File: config.mk
export PLATFORM = sky130hd
export DESIGN_NAME = uni_shift_reg
export DESIGN_NICKNAME = d
export VERILOG_FILES = /design/src/rtl/uni_shift_pkg.sv /design/src/rtl/uni_shift_cell.sv /design/src/rtl/uni_shift_store.sv /design/src/rtl/uni_shift_reg.sv
export SDC_FILE = /design/constraint.sdc
export NUM_CORES = 1
export LEC_CHECK = 0
export BUFFER_PORTS_ARGS = -buffer_cell sky130_fd_sc_hd__buf_2
export CORE_AREA = 2 2 39 41
export DETAILED_ROUTE_END_ITERATION = 12
export DIE_AREA = 0 0 41 43
export SLEW_MARGIN = 5
export SYNTH_ARGS = -nofsm -noshare
export SYNTH_HDL_FRONTEND = slang
export SYNTH_HIERARCHICAL = 1
export SYNTH_SLANG_ARGS = --single-unit
File: constraint.sdc
create_clock -name clk -period 1.2 [get_ports clk]
set_clock_uncertainty 0.1 [all_clocks]
set_input_delay 0.06 -clock clk [delete_from_list [all_inputs] [get_ports clk]]
set_output_delay 0.06 -clock clk [all_outputs]
set_load 0.05 [all_outputs]
File: src/rtl/uni_shift_pkg.sv
// Package: shared mode encoding of the universal shift register.
// Assumes: the two-bit encoding below is fixed and decoded by every bit cell.
package uni_shift_pkg;
    typedef enum logic [1:0] {
        MODE_HOLD  = 2'b00,
        MODE_RIGHT = 2'b01,
        MODE_LEFT  = 2'b10,
        MODE_LOAD  = 2'b11
    } shift_mode_e;
endpackage

File: src/rtl/uni_shift_cell.sv
// Module: next-value selector for one register bit.
// Assumes: nbr_hi is the bit just above (or the right-shift serial input at
// the MSB), and nbr_lo is the bit just below (or the left-shift serial input
// at bit 0).
module uni_shift_cell
    import uni_shift_pkg::*;
(
    input  shift_mode_e mode,
    input  logic        cur,
    input  logic        nbr_hi,
    input  logic        nbr_lo,
    input  logic        par,
    output logic        nxt
);
    // Pick the bit that this position takes on the coming edge.
    always_comb begin
        unique case (mode)
            MODE_HOLD:  nxt = cur;
            MODE_RIGHT: nxt = nbr_hi;
            MODE_LEFT:  nxt = nbr_lo;
            default:    nxt = par;
        endcase
    end
endmodule

File: src/rtl/uni_shift_store.sv
// Module: WIDTH storage flops with an asynchronous active-low clear.
// Assumes: clr_n is released away from a rising clk edge.
module uni_shift_store #(
    parameter int WIDTH = 4
) (
    input  logic             clk,
    input  logic             clr_n,
    input  logic [WIDTH-1:0] nxt,
    output logic [WIDTH-1:0] q
);
    // Capture the next word on the rising edge; clear at once when clr_n falls.
    always_ff @(posedge clk or negedge clr_n) begin
        if (!clr_n) q <= '0;
        else        q <= nxt;
    end


    always_ff @(posedge clk) begin
        if (!clr_n) begin
            clear_hold_chk: assert (q == '0);
        end
    end
endmodule

File: src/rtl/uni_shift_reg.sv
// Module: universal shift register (hold, shift right, shift left, load).
// Assumes: WIDTH >= 2; mode, d and the serial inputs are stable around the
// rising edge of clk.
module uni_shift_reg
    import uni_shift_pkg::*;
#(
    parameter int WIDTH = 4
) (
    input  logic             clk,
    input  logic             clr_n,
    input  logic [1:0]       mode,
    input  logic             sin_r,
    input  logic             sin_l,
    input  logic [WIDTH-1:0] d,
    output logic [WIDTH-1:0] q
);
    localparam int MSB = WIDTH - 1;

    shift_mode_e      mode_e;
    logic [WIDTH-1:0] nxt;

    // Map the raw mode pins onto the shared encoding.
    always_comb mode_e = shift_mode_e'(mode);

    for (genvar i = 0; i < WIDTH; i++) begin : g_bit
        logic hi;
        logic lo;
        if (i == MSB) begin : g_top
            // The MSB takes the right-shift serial input from above.
            always_comb hi = sin_r;
        end else begin : g_mid_hi
            // Other bits take the bit just above them.
            always_comb hi = q[i+1];
        end
        if (i == 0) begin : g_bot
            // Bit 0 takes the left-shift serial input from below.
            always_comb lo = sin_l;
        end else begin : g_mid_lo
            // Other bits take the bit just below them.
            always_comb lo = q[i-1];
        end
        uni_shift_cell u_cell (
            .mode   (mode_e),
            .cur    (q[i]),
            .nbr_hi (hi),
            .nbr_lo (lo),
            .par    (d[i]),
            .nxt    (nxt[i])
        );
    end

    uni_shift_store #(.WIDTH(WIDTH)) u_store (
        .clk   (clk),
        .clr_n (clr_n),
        .nxt   (nxt),
        .q     (q)
    );


    hold_keeps_chk: assert property (@(posedge clk) disable iff (!clr_n)
        (mode == 2'b00) |=> $stable(q));

    right_shift_chk: assert property (@(posedge clk) disable iff (!clr_n)
        (mode == 2'b01) |=> (q == {$past(sin_r), $past(q[MSB:1])}));

    left_shift_chk: assert property (@(posedge clk) disable iff (!clr_n)
        (mode == 2'b10) |=> (q == {$past(q[MSB-1:0]), $past(sin_l)}));

    load_word_chk: assert property (@(posedge clk) disable iff (!clr_n)
        (mode == 2'b11) |=> (q == $past(d)));
endmodule

==> results, run 1 <==
- Setup repair after global routing left no endpoint under its margin.
- Global routing finished with a remaining overflow of 0.
- The sort of element at the start of the critical path is a register.
- The count of buffers added on input and output ports is 13.
- The leakage power is 0.138 nW.
- The type of element capturing the critical path is a register.
- By count the netlist is led by sky130_fd_sc_hd__dfrtp_1 (4), sky130_fd_sc_hd__mux4_2 (4).
- The congestion estimate from routability-driven global placement came to 0.697.
- The first-pass detailed-route iteration total is 1.
- Subtracting the final worst setup slack from the clock period gives 1.10 ns.
- After detailed routing, the number of remaining DRC violations is 0.
- The arrival time of the worst setup path is 1.10 ns.
- STA puts the critical path data required time at 1.20 ns.
- The largest delay contributor family on the critical path is multiplexers.
- The detail-routed net length per standard cell is 11.0 um.
- The maximum buffer depth of the clock tree is 2.
- Yosys mapped the design onto 2 distinct sky130hd cell types.
- The synthesized design contains 4 register bits.
- The average instance area after synthesis is 23.8 um2.
- The pin count of the biggest net entering global routing is 5.
- For this run, the leading register cell type out of synthesis is sky130_fd_sc_hd__dfrtp_1.
- The final net count is 37.
- The synthesized netlist occupies a cell area of 190 um2.
- Final hold analysis gives a worst-case slack of 0.0484 ns.
- The sum of buffers and inverters on the critical path is 0.
- The number of warnings printed during yosys synthesis is 6.
- In this run the tightest slew margin relative to its limit is 83.2%.
- In the synthesized netlist the async set-or-reset flop fraction comes to 100%.
- After filler insertion, the fill cell instance count of the layout stands at 152.
- The count of nets left with antenna violations once routing finished came out at 0.
- Timing analysis after detailed placement gives a worst setup slack of 0.104 ns.
- The final hold violation count is 0.
- The count of mapped cells out of synthesis is 8.
- The setup-violating endpoint count in the final report is 0.
- The number of global-route vias before repair came to 176.
- After the first detailed-routing iteration, the DRC count stood at 0.
- For this design, the slowest cell found on the critical path is sky130_fd_sc_hd__mux4_2.
- Once the clock tree was built, the resizer swapped 0 gates to a different size.
- Walking the worst path, the cells encountered are mux4_2.
- The number of primary I/O pins is 14.
- The measured slew at the worst slew-check pin is 0.253 ns.
- The area growth from synthesis to layout is 64.5%.
- The peak ir drop on the vdd network is 497 uV.
- The first global-routing pass estimated 690 um of wire.
- The setup slack after layout is 0.0994 ns.
- The maximum clock frequency is 909 MHz.
- The antenna diode count is 0.
- In this run the worst hold path is classified as primary input to register.
- The initial antenna violation count came to 0.
- The switching power share of the total is 36.0%.
- Using the TritonRoute via totals, the vias-per-cell ratio works out to 3.98.
- The largest stage delay on the critical path is 0.45 ns.
- The floorplan step set the die width to 41 um.
- For this run, the total global-route usage over all layers was measured as 6.61%.
- The maximum fanout along the worst path is 4.
- The max-slew violation count was 0.
- After clock tree synthesis, the clock-pin slew on the worst setup and hold paths is 0.04 ns.
- The number of flip-flops in the largest register is 4.
- Of the total power, combinational logic draws 34.7%.
- The number of flops mapped to enable cells by yosys is 0.
- The clock latency of the later-clocked register in the worst-skew pair is 0.23 ns.
- The die covers 0.00176 mm2.
- The number of nets handed over by synthesis was 18.
- The critical path is of the register to register type.
- Of the synthesized area, sequential elements account for 52.6%.
- The final cycle utilization of the critical path is 91.7%.
- The internal portion of the total power is 0.347 mW.
- The CTS buffer count is 3.
- After synthesis, the cell types taking the most area are sky130_fd_sc_hd__dfrtp_1 (53%), sky130_fd_sc_hd__mux4_2 (47%).
- Of the total power, registers draw 35.1%.
- The clock root buffer is sky130_fd_sc_hd__clkbuf_4.
- Clock tree synthesis found a total of 4 sinks.
- Dividing total power by cell area gives a power density of 1730 mW/mm2.
- The height of the die is 43 um.
- In the final layout, the registers with the most flip-flops are u_store/q: 4 flops.
- The floorplan has 14 rows.
- Detailed routing inserted a total of 163 vias.
- The clock network accounts for 30.2% of the total power.
- TritonCTS built the clock tree.
- The library cell with the largest summed area after synthesis is sky130_fd_sc_hd__dfrtp_1.
- The initial utilization of the core area, before any placement, comes to 13.7%.
- The overall power is 0.542 mW.
- Across the run, the number of max-cap violations was 0.
- Of the cells placed in the final design, the portion with a size suffix greater than 1 is 96.0%.
- In this run the power spent charging and discharging nets is 0.195 mW.
- The core footprint is 0.00138 mm2.
- The flow ran to the end, and the final reports show no timing, DRC or antenna violations.
- The top-area cell type share of the netlist area is 52.6%.
- More flip-flops sit in one register than any other, and that register is u_store/q.
- In this run the number of H-tree levels came out at 1.
- After detailed routing, the total wire length is 449 um.
-- area by class of cell --
| cell class | count | area (um2) | area share [%] |
|---|---|---|---|
| clock buffer | 3 | 22.5 | 7.20 |
| multi-input combinational | 4 | 90.1 | 28.8 |
| sequential | 4 | 105 | 33.6 |
| tap | 16 | 20.0 | 6.40 |
| timing repair buffer | 14 | 75.1 | 24.0 |
-- cells by family after synthesis --
group  count (synthesis)  synth area share, %
DFF                    4                 52.6
muxes                  4                 47.4
-- power groups by stage --
stage | Clock (mW) | Sequential, mW | Combinational, mW
after CTS | 0.174 | 0.190 | 0.190
after detailed placement | 0 | 0.192 | 0.188
final | 0.164 | 0.190 | 0.188
after global placement | 0 | 0.189 | 0.188
after global routing | 0.187 | 0.194 | 0.199
after floorplan | 0 | 0.277 | 0.0442
-- through the flow --
step	cell area, um2	instances	TNS (ns)	util (%)
finish	313	41	0	22.6
global route	313	41	0	22.6
CTS	313	41	0	22.6
detailed placement	280	37	0	20.3
global placement	280	37	0	20.3
floorplan	195	8	-0.0348	-
-- layout by cell type (no fill, tap or decap) --
cell / instances
sky130_fd_sc_hd__dlygate4sd3_1: 1
sky130_fd_sc_hd__clkbuf_4: 3
sky130_fd_sc_hd__dfrtp_2: 4
sky130_fd_sc_hd__mux4_2: 4
sky130_fd_sc_hd__buf_2: 13
-- final timing paths --
path                                         from                endpoint  slack, ns  cells after the start
setup / recovery           u_store/q[1]$_DFF_PN0_  u_store/q[2]$_DFF_PN0_        0.1                      1
hold / removal                              sin_l  u_store/q[0]$_DFF_PN0_       0.05                      2
setup reg to reg           u_store/q[1]$_DFF_PN0_  u_store/q[2]$_DFF_PN0_        0.1                      1
hold reg to reg            u_store/q[3]$_DFF_PN0_  u_store/q[3]$_DFF_PN0_       0.52                      1
max in group asynchronous                   clr_n  u_store/q[3]$_DFF_PN0_       0.81                      2
min in group asynchronous                   clr_n  u_store/q[1]$_DFF_PN0_       0.07                      2
-- metal layers --
metal  vias up  wire (um)  track usage (%)
li1         72          -                -
met1        77        180             7.02
met2        14        177             7.50
met3         0         92             4.19
met4         0          0             8.00
met5         -          0                0
-- repair_timing --
action                                 in CTS  in global routing
hold buffers                                1                  0
buffers inserted                            0                  0
endpoints found under the hold margin       4                  0
(Power assumes the default switching activity.)
==> inputs of run 2 (changes only) <==
--- a/config.mk
+++ b/config.mk
@@ -6,9 +6,12 @@
 export NUM_CORES = 1
 export LEC_CHECK = 0
 export BUFFER_PORTS_ARGS = -buffer_cell sky130_fd_sc_hd__buf_2
+export CELL_PAD_IN_SITES_DETAIL_PLACEMENT = 0
+export CELL_PAD_IN_SITES_GLOBAL_PLACEMENT = 1
 export CORE_AREA = 2 2 39 41
 export DETAILED_ROUTE_END_ITERATION = 12
 export DIE_AREA = 0 0 41 43
+export PLACE_DENSITY_LB_ADDON = 0.1
 export SLEW_MARGIN = 5
 export SYNTH_ARGS = -nofsm -noshare
 export SYNTH_HDL_FRONTEND = slang
==> results, run 2 (synthesis results as in run 1) <==
- The number of flip-flops in the largest register is 4.
- The initial utilization of the core area, before any placement, comes to 13.7%.
- The largest single stage delay on the critical path is 0.46 ns.
- The routed metal-1 wirelength is 226 um.
- The count of hold buffers inserted by post-cts repair is 1.
- Net switching is 36.1% of the power.
- The flow ran to the end, and the final reports show no timing, DRC or antenna violations.
- The max-slew violation count came to 0.
- The maximum clock frequency is 904 MHz.
- Combinational cells account for 35.1% of the total power.
- The tree built by TritonCTS fans out to 4 sinks.
- The capturing point of the worst reg2reg path is u_store/q[3]$_DFF_PN0_.
- The pin count of the biggest net entering global routing is 5.
- The final hold violation count is 0.
- The count of fill cells added during filler insertion is 149.
- In the global route stage, overall resource usage came out at 6.89%.
- The share of final-layout standard cells stronger than drive strength 1 is 96.0%.
- Counting along the longest clock path gives a buffer depth of 2.
- The net switching power figure is 0.196 mW.
- Traced cell by cell, the critical path runs through mux4_2.
- For this design the ratio of total power to cell area is 1740 mW/mm2.
- After clock tree synthesis, the clock-pin slew on the worst setup and hold paths is 0.04 ns.
- The library cell used most frequently in the layout, excluding fill and tap cells, is sky130_fd_sc_hd__buf_2.
- The setup slack after layout is 0.0933 ns.
- Internal power comes to 0.347 mW.
- For flop-to-flop paths, the worst setup slack is 0.09 ns.
- The net count of the finished layout is 37.
- At the pin with the least slew margin, the transition time is 0.261 ns.
- The startpoint identified for the worst register-to-register timing path is u_store/q[2]$_DFF_PN0_.
- The critical path startpoint is u_store/q[2]$_DFF_PN0_.
- The number of global-route vias before repair was 180.
- Summing over every cut layer, the via total after detailed routing is 160.
- After floorplanning, the core was sized to cover 0.00138 mm2.
- The first-pass detailed-route iteration total is 2.
- The count of buffers added on input and output ports is 13.
- After detailed routing, the average wire length per cell comes to 11.9 um.
- The worst register-to-register path has a depth of 1.
- Summing all flip-flop and latch instances after layout gives 105 um2.
- The overall die area is 0.00176 mm2.
- Per report_power, the clock group accounts for 30.1% of the total.
- On the critical path, the stage with the largest delay is an instance of sky130_fd_sc_hd__mux4_2.
- The clock latency of the later-clocked register in the worst-skew pair is 0.23 ns.
- The total congestion overflow is 0.
- The area of the multi-input gates is 90.1 um2.
- For the worst setup path, the data arrival time is 1.10 ns.
- The root buffer cell chosen for the clock tree is sky130_fd_sc_hd__clkbuf_4.
- The height of the die is 43 um.
- The CTS buffer count is 3.
- The termination of the worst setup path is u_store/q[3]$_DFF_PN0_.
- The total number of H-tree levels is 1.
- The number of buffers and inverters on the critical path is 0.
- The layout overhead on the synthesized area is 64.5%.
- The fraction of power consumed by sequential logic is 34.8%.
- The register with the most flip-flops is u_store/q.
- The cell family contributing the most delay on the critical path is multiplexers.
- The routed length on met3 is 66 um.
- The initial antenna violation count is 0.
- The die extent in x is 41 um.
- Summed over all cells, the static leakage comes to 0.138 nW.
- The repair_antennas step left the layout with diodes totalling 0.
- The via density per instance is 3.90.
- The critical path start-end classification is register to register.
- In the routed design, unresolved DRC markers number 0.
- The detailed-route wire length is 487 um.
- The first global-routing pass estimated 752 um of wire.
- The final weighted congestion of routability-driven global placement is 0.648.
- Routed signal wires occupy layers up through met3.
- The number of maximum-capacitance violations is 0.
- OpenSTA, run right after detailed placement, puts the worst setup slack at 0.0882 ns.
- Measured against its own limit, the worst slew margin works out to 82.8%.
- The post-route antenna net violation count is 0.
- For this design the top-level I/O count stands at 14.
- In this run the worst path has a maximum fanout of 4.
- The final cycle utilization of the critical path is 92.2%.
- At the end of the flow the core is filled with cells to 22.6%.
- The total of cells resized after clock tree synthesis is 0.
- TritonCTS built the clock tree.
- The number of setup buffers added after CTS is 0.
- The number of design-rule violations left by the first detailed-router iteration is 2.
- The peak ir drop on the vdd network is 442 uV.
- Setup repair after global routing left no endpoint under its margin.
- The detailed-routed wire length on met2 is 195 um.
- The largest registers in the layout are u_store/q: 4 flops.
- The top cell types in the final layout, fill and taps aside, are sky130_fd_sc_hd__buf_2 (13), sky130_fd_sc_hd__mux4_2 (4), sky130_fd_sc_hd__dfrtp_2 (4).
- The type of element capturing the critical path is a register.
- In this run the number of cells on the critical path is 1.
- The worst setup path is launched from a register.
- The placed wire-length estimate is 430 um.
- Setup violations remaining at the end of the flow were counted as 0.
- The required arrival time at the worst endpoint is 1.20 ns.
- The min-delay analysis places its worst path in the category primary input to register.
- The floorplan has 14 rows.
- The shortest period the worst path allows is 1.11 ns.
-- run 2: layout make-up --
cell class	instances	area share [%]
multi-input cells	4	28.8
clock buffers	3	7.20
flip-flops and latches	4	33.6
repair buffers	14	24.0
well taps	16	6.40
-- run 2: worst min path at each step --
stage | startpoint | end | depth (start not counted)
after global routing | d[1] | u_store/q[1]$_DFF_PN0_ | 2
after floorplan | clr_n | u_store/q[0]$_DFF_PN0_ | 0
after CTS | d[1] | u_store/q[1]$_DFF_PN0_ | 2
final | d[1] | u_store/q[1]$_DFF_PN0_ | 2
after global placement | clr_n | u_store/q[1]$_DFF_PN0_ | 1
after detailed placement | clr_n | u_store/q[0]$_DFF_PN0_ | 1
-- run 2: per-stage QoR --
| stage | TNS (ns) | hold slack, ns | power (mW) | instances | cell area [um2] |
|---|---|---|---|---|---|
| 5_1_grt | 0 | 0.0522 | 0.573 | 41 | 313 |
| 6_report | 0 | 0.0518 | 0.543 | 41 | 313 |
| 2_1_floorplan | -0.0348 | -0.336 | 0.321 | 8 | 195 |
| 3_5_place_dp | 0 | -0.226 | 0.383 | 37 | 280 |
| 4_1_cts | 0 | 0.0450 | 0.554 | 41 | 313 |
| 3_3_place_gp | 0 | -0.227 | 0.382 | 37 | 280 |
-- run 2: power groups by stage --
stage	clock (mW)	combinational (mW)	sequential (mW)
floorplan	0	0.0442	0.277
global placement	0	0.190	0.192
global route	0.176	0.201	0.196
CTS	0.171	0.193	0.191
finish	0.163	0.191	0.189
detailed placement	0	0.190	0.192
-- run 2: per-layer routing --
layer | vias to the layer above | GRT usage (%)
li1 | 71 | -
met1 | 75 | 9.60
met2 | 14 | 8.44
met3 | 0 | 3.14
met4 | 0 | 4.00
met5 | - | 0
==> inputs of run 3 (changes only) <==
--- a/config.mk
+++ b/config.mk
@@ -11,7 +11,8 @@
 export CORE_AREA = 2 2 39 41
 export DETAILED_ROUTE_END_ITERATION = 12
 export DIE_AREA = 0 0 41 43
-export PLACE_DENSITY_LB_ADDON = 0.1
+export PLACE_DENSITY = 0.45
+export SETUP_SLACK_MARGIN = 0.2
 export SLEW_MARGIN = 5
 export SYNTH_ARGS = -nofsm -noshare
 export SYNTH_HDL_FRONTEND = slang
==> results, run 3 (synthesis results as in run 1) <==
- The setup path with the least slack is of type register to register.
- Entering global routing, the biggest net connects 5 pins.
- Global routing used 6.59% of the available tracks.
- The sort of element at the start of the critical path is a register.
- Dividing the detail-routed wire length by the instance count gives 11.9 um.
- The clock root buffer is sky130_fd_sc_hd__clkbuf_4.
- The share of final-layout standard cells stronger than drive strength 1 is 96.0%.
- The setup-violating endpoint count in the final report is 0.
- The signal on the critical path passes through mux4_2.
- At the pin with the least slew margin, the transition time is 0.250 ns.
- At the later pin of the worst-skew pair, clock insertion delay measures 0.24 ns.
- The clock drives 4 sinks.
- The antenna diode count is 0.
- The clock tree from TritonCTS is built.
- The final cell utilization of the core is 23.7%.
- The die extent in x is 41 um.
- Buffers inserted during clock tree synthesis total 3.
- The type of element capturing the critical path is a register.
- The sum of buffers and inverters on the critical path is 0.
- Along the worst hold path, the cell count comes to 2.
- The worst flop-to-flop path startpoint is u_store/q[2]$_DFF_PN0_.
- The class of the tightest hold or removal check is primary input to register.
- The smallest hold slack is 0.0412 ns.
- The clock passes through at most 2 buffers.
- In this run the most critical hold path is launched from d[3].
- The number of placed instances, taps included is 37.
- The run finished with clean final reports.
- The count of buffers added on input and output ports is 13.
- In this run the cell area measured after placement is 280 um2.
- After layout, the worst path uses 91.4% of the clock period.
- Global routing finished with a remaining overflow of 0.
- The number of design-rule violations left by the first detailed-router iteration is 0.
- Setup repair after global routing could not meet its margin everywhere.
- The floorplan has 14 rows.
- The layout overhead on the synthesized area is 72.4%.
- The height of the die is 43 um.
- The initial antenna violation count is 0.
- For this design, the slowest cell found on the critical path is sky130_fd_sc_hd__mux4_2.
- Across the VDD grid, the largest voltage drop is 314 uV.
- Dividing the detail-routed via count by the number of cells gives 3.68.
- The number of flip-flops in the largest register is 4.
- The most common cell after layout, fill and taps aside is sky130_fd_sc_hd__buf_2.
- The number of setup buffers added after CTS is 0.
- The total number of H-tree levels is 1.
- The capturing point of the worst reg2reg path is u_store/q[1]$_DFF_PN0_.
- The required arrival time at the worst endpoint is 1.20 ns.
- For this run, the slowest stage of the critical path takes 0.45 ns.
- After detailed routing, the wire length on met1 is 205 um.
- The number of cells in the finished layout apart from fillers is 41.
- Dividing total power by cell area gives a power density of 1730 mW/mm2.
- The top metal layer carrying routed signals is met3.
- The depth of the worst register-to-register path is 1.
- The arrival time of the worst setup path is 1.10 ns.
- The first-pass detailed-route iteration total is 1.
- For this run, the top clock speed supported by timing is 911 MHz.
- The worst pin sits at a relative slew slack of 83.5%.
- The library cells used most frequently in the layout, excluding fill and tap cells, are sky130_fd_sc_hd__buf_2 (10), sky130_fd_sc_hd__mux4_2 (4), sky130_fd_sc_hd__dfrtp_2 (4).
- The largest registers in the layout are u_store/q: 4 flops.
- The setup check on the worst reg-to-reg path leaves a slack of 0.10 ns.
- For this block, the via count after detailed routing is 151.
- In this run the standard cell core region covers 0.00138 mm2.
- After layout, the minimum clock period comes to 1.10 ns.
- The global-route wire length before repair is 710 um.
- The maximum fanout along the worst path is 4.
- The net count of the finished layout is 37.
- The number of maximum-capacitance violations is 0.
- The final layout contains routed wiring with a total length of 488 um.
- For this run, design rule violations remaining after detail routing come to 0.
- For this design the static power due to leakage is 0.143 nW.
- The number of global-route vias before repair is 190.
- The detailed-routed wire length on met2 is 250 um.
- The final non-filler cell area is 328 um2.
- The max-slew violation count is 0.
- The final hold violation count was 0.
- The overall die area is 0.00176 mm2.
- The largest delay contributor family on the critical path is multiplexers.
- After clock tree synthesis, the clock-pin slew on the worst setup and hold paths is 0.04 ns.
- The number of primary I/O pins is 14.
- The overall power is 0.569 mW.
- The post-route antenna net violation count is 0.
- The register with the most flip-flops is u_store/q.
- The congestion estimate from routability-driven global placement came to 0.731.
- The routed length on met3 is 32 um.
- The path with the worst hold slack has its endpoint at u_store/q[3]$_DFF_PN0_.
- The initial core utilization is 13.7%.
-- run 3: cell counts in the layout (fill, tap and decap cells not counted) --
No cell type changed its count.
-- run 3: area by class of cell --
type	instances	area (um2)
Tap cell	16	20.0
Sequential cell	4	105
Multi-Input combinational cell	4	90.1
Timing Repair Buffer	14	90.1
Fill cell	158	1060
Clock buffer	3	22.5
-- run 3: how the worst max path moves through the flow --
stage                                start                     end  slack, ns  cells after the start
global route        u_store/q[1]$_DFF_PN0_  u_store/q[2]$_DFF_PN0_       0.08                      1
detailed placement  u_store/q[1]$_DFF_PN0_  u_store/q[2]$_DFF_PN0_        0.1                      1
floorplan           u_store/q[1]$_DFF_PN0_  u_store/q[2]$_DFF_PN0_      -0.01                      1
CTS                 u_store/q[1]$_DFF_PN0_  u_store/q[2]$_DFF_PN0_       0.09                      1
finish              u_store/q[2]$_DFF_PN0_  u_store/q[1]$_DFF_PN0_       0.10                      1
global placement    u_store/q[1]$_DFF_PN0_  u_store/q[2]$_DFF_PN0_       0.11                      1
-- run 3: what timing repair did --
item | in CTS | in global routing
pin swaps | 0 | 0
resized for setup | 3 | 2
hold buffers | 1 | 0
endpoints found under the setup margin | 8 | 8
endpoints found under the hold margin | 4 | 0
-- run 3: through the flow --
step	setup TNS [ns]	worst slack [ns]
floorplan	-0.0348	-0.0121
global placement	0	0.105
detailed placement	0	0.0978
CTS	0	0.0949
global route	0	0.0774
finish	0	0.103
-- run 3: per-layer routing --
layer,vias up,track usage [%]
li1,71,-
met1,73,7.95
met2,7,8.13
met3,0,0
met4,0,10.0
met5,-,0
-- run 3: power breakdown --
part,switching [mW],internal [mW]
sequential,0.0250,0.166
clock,0.0587,0.112
combinational,0.119,0.0874
total,0.203,0.366
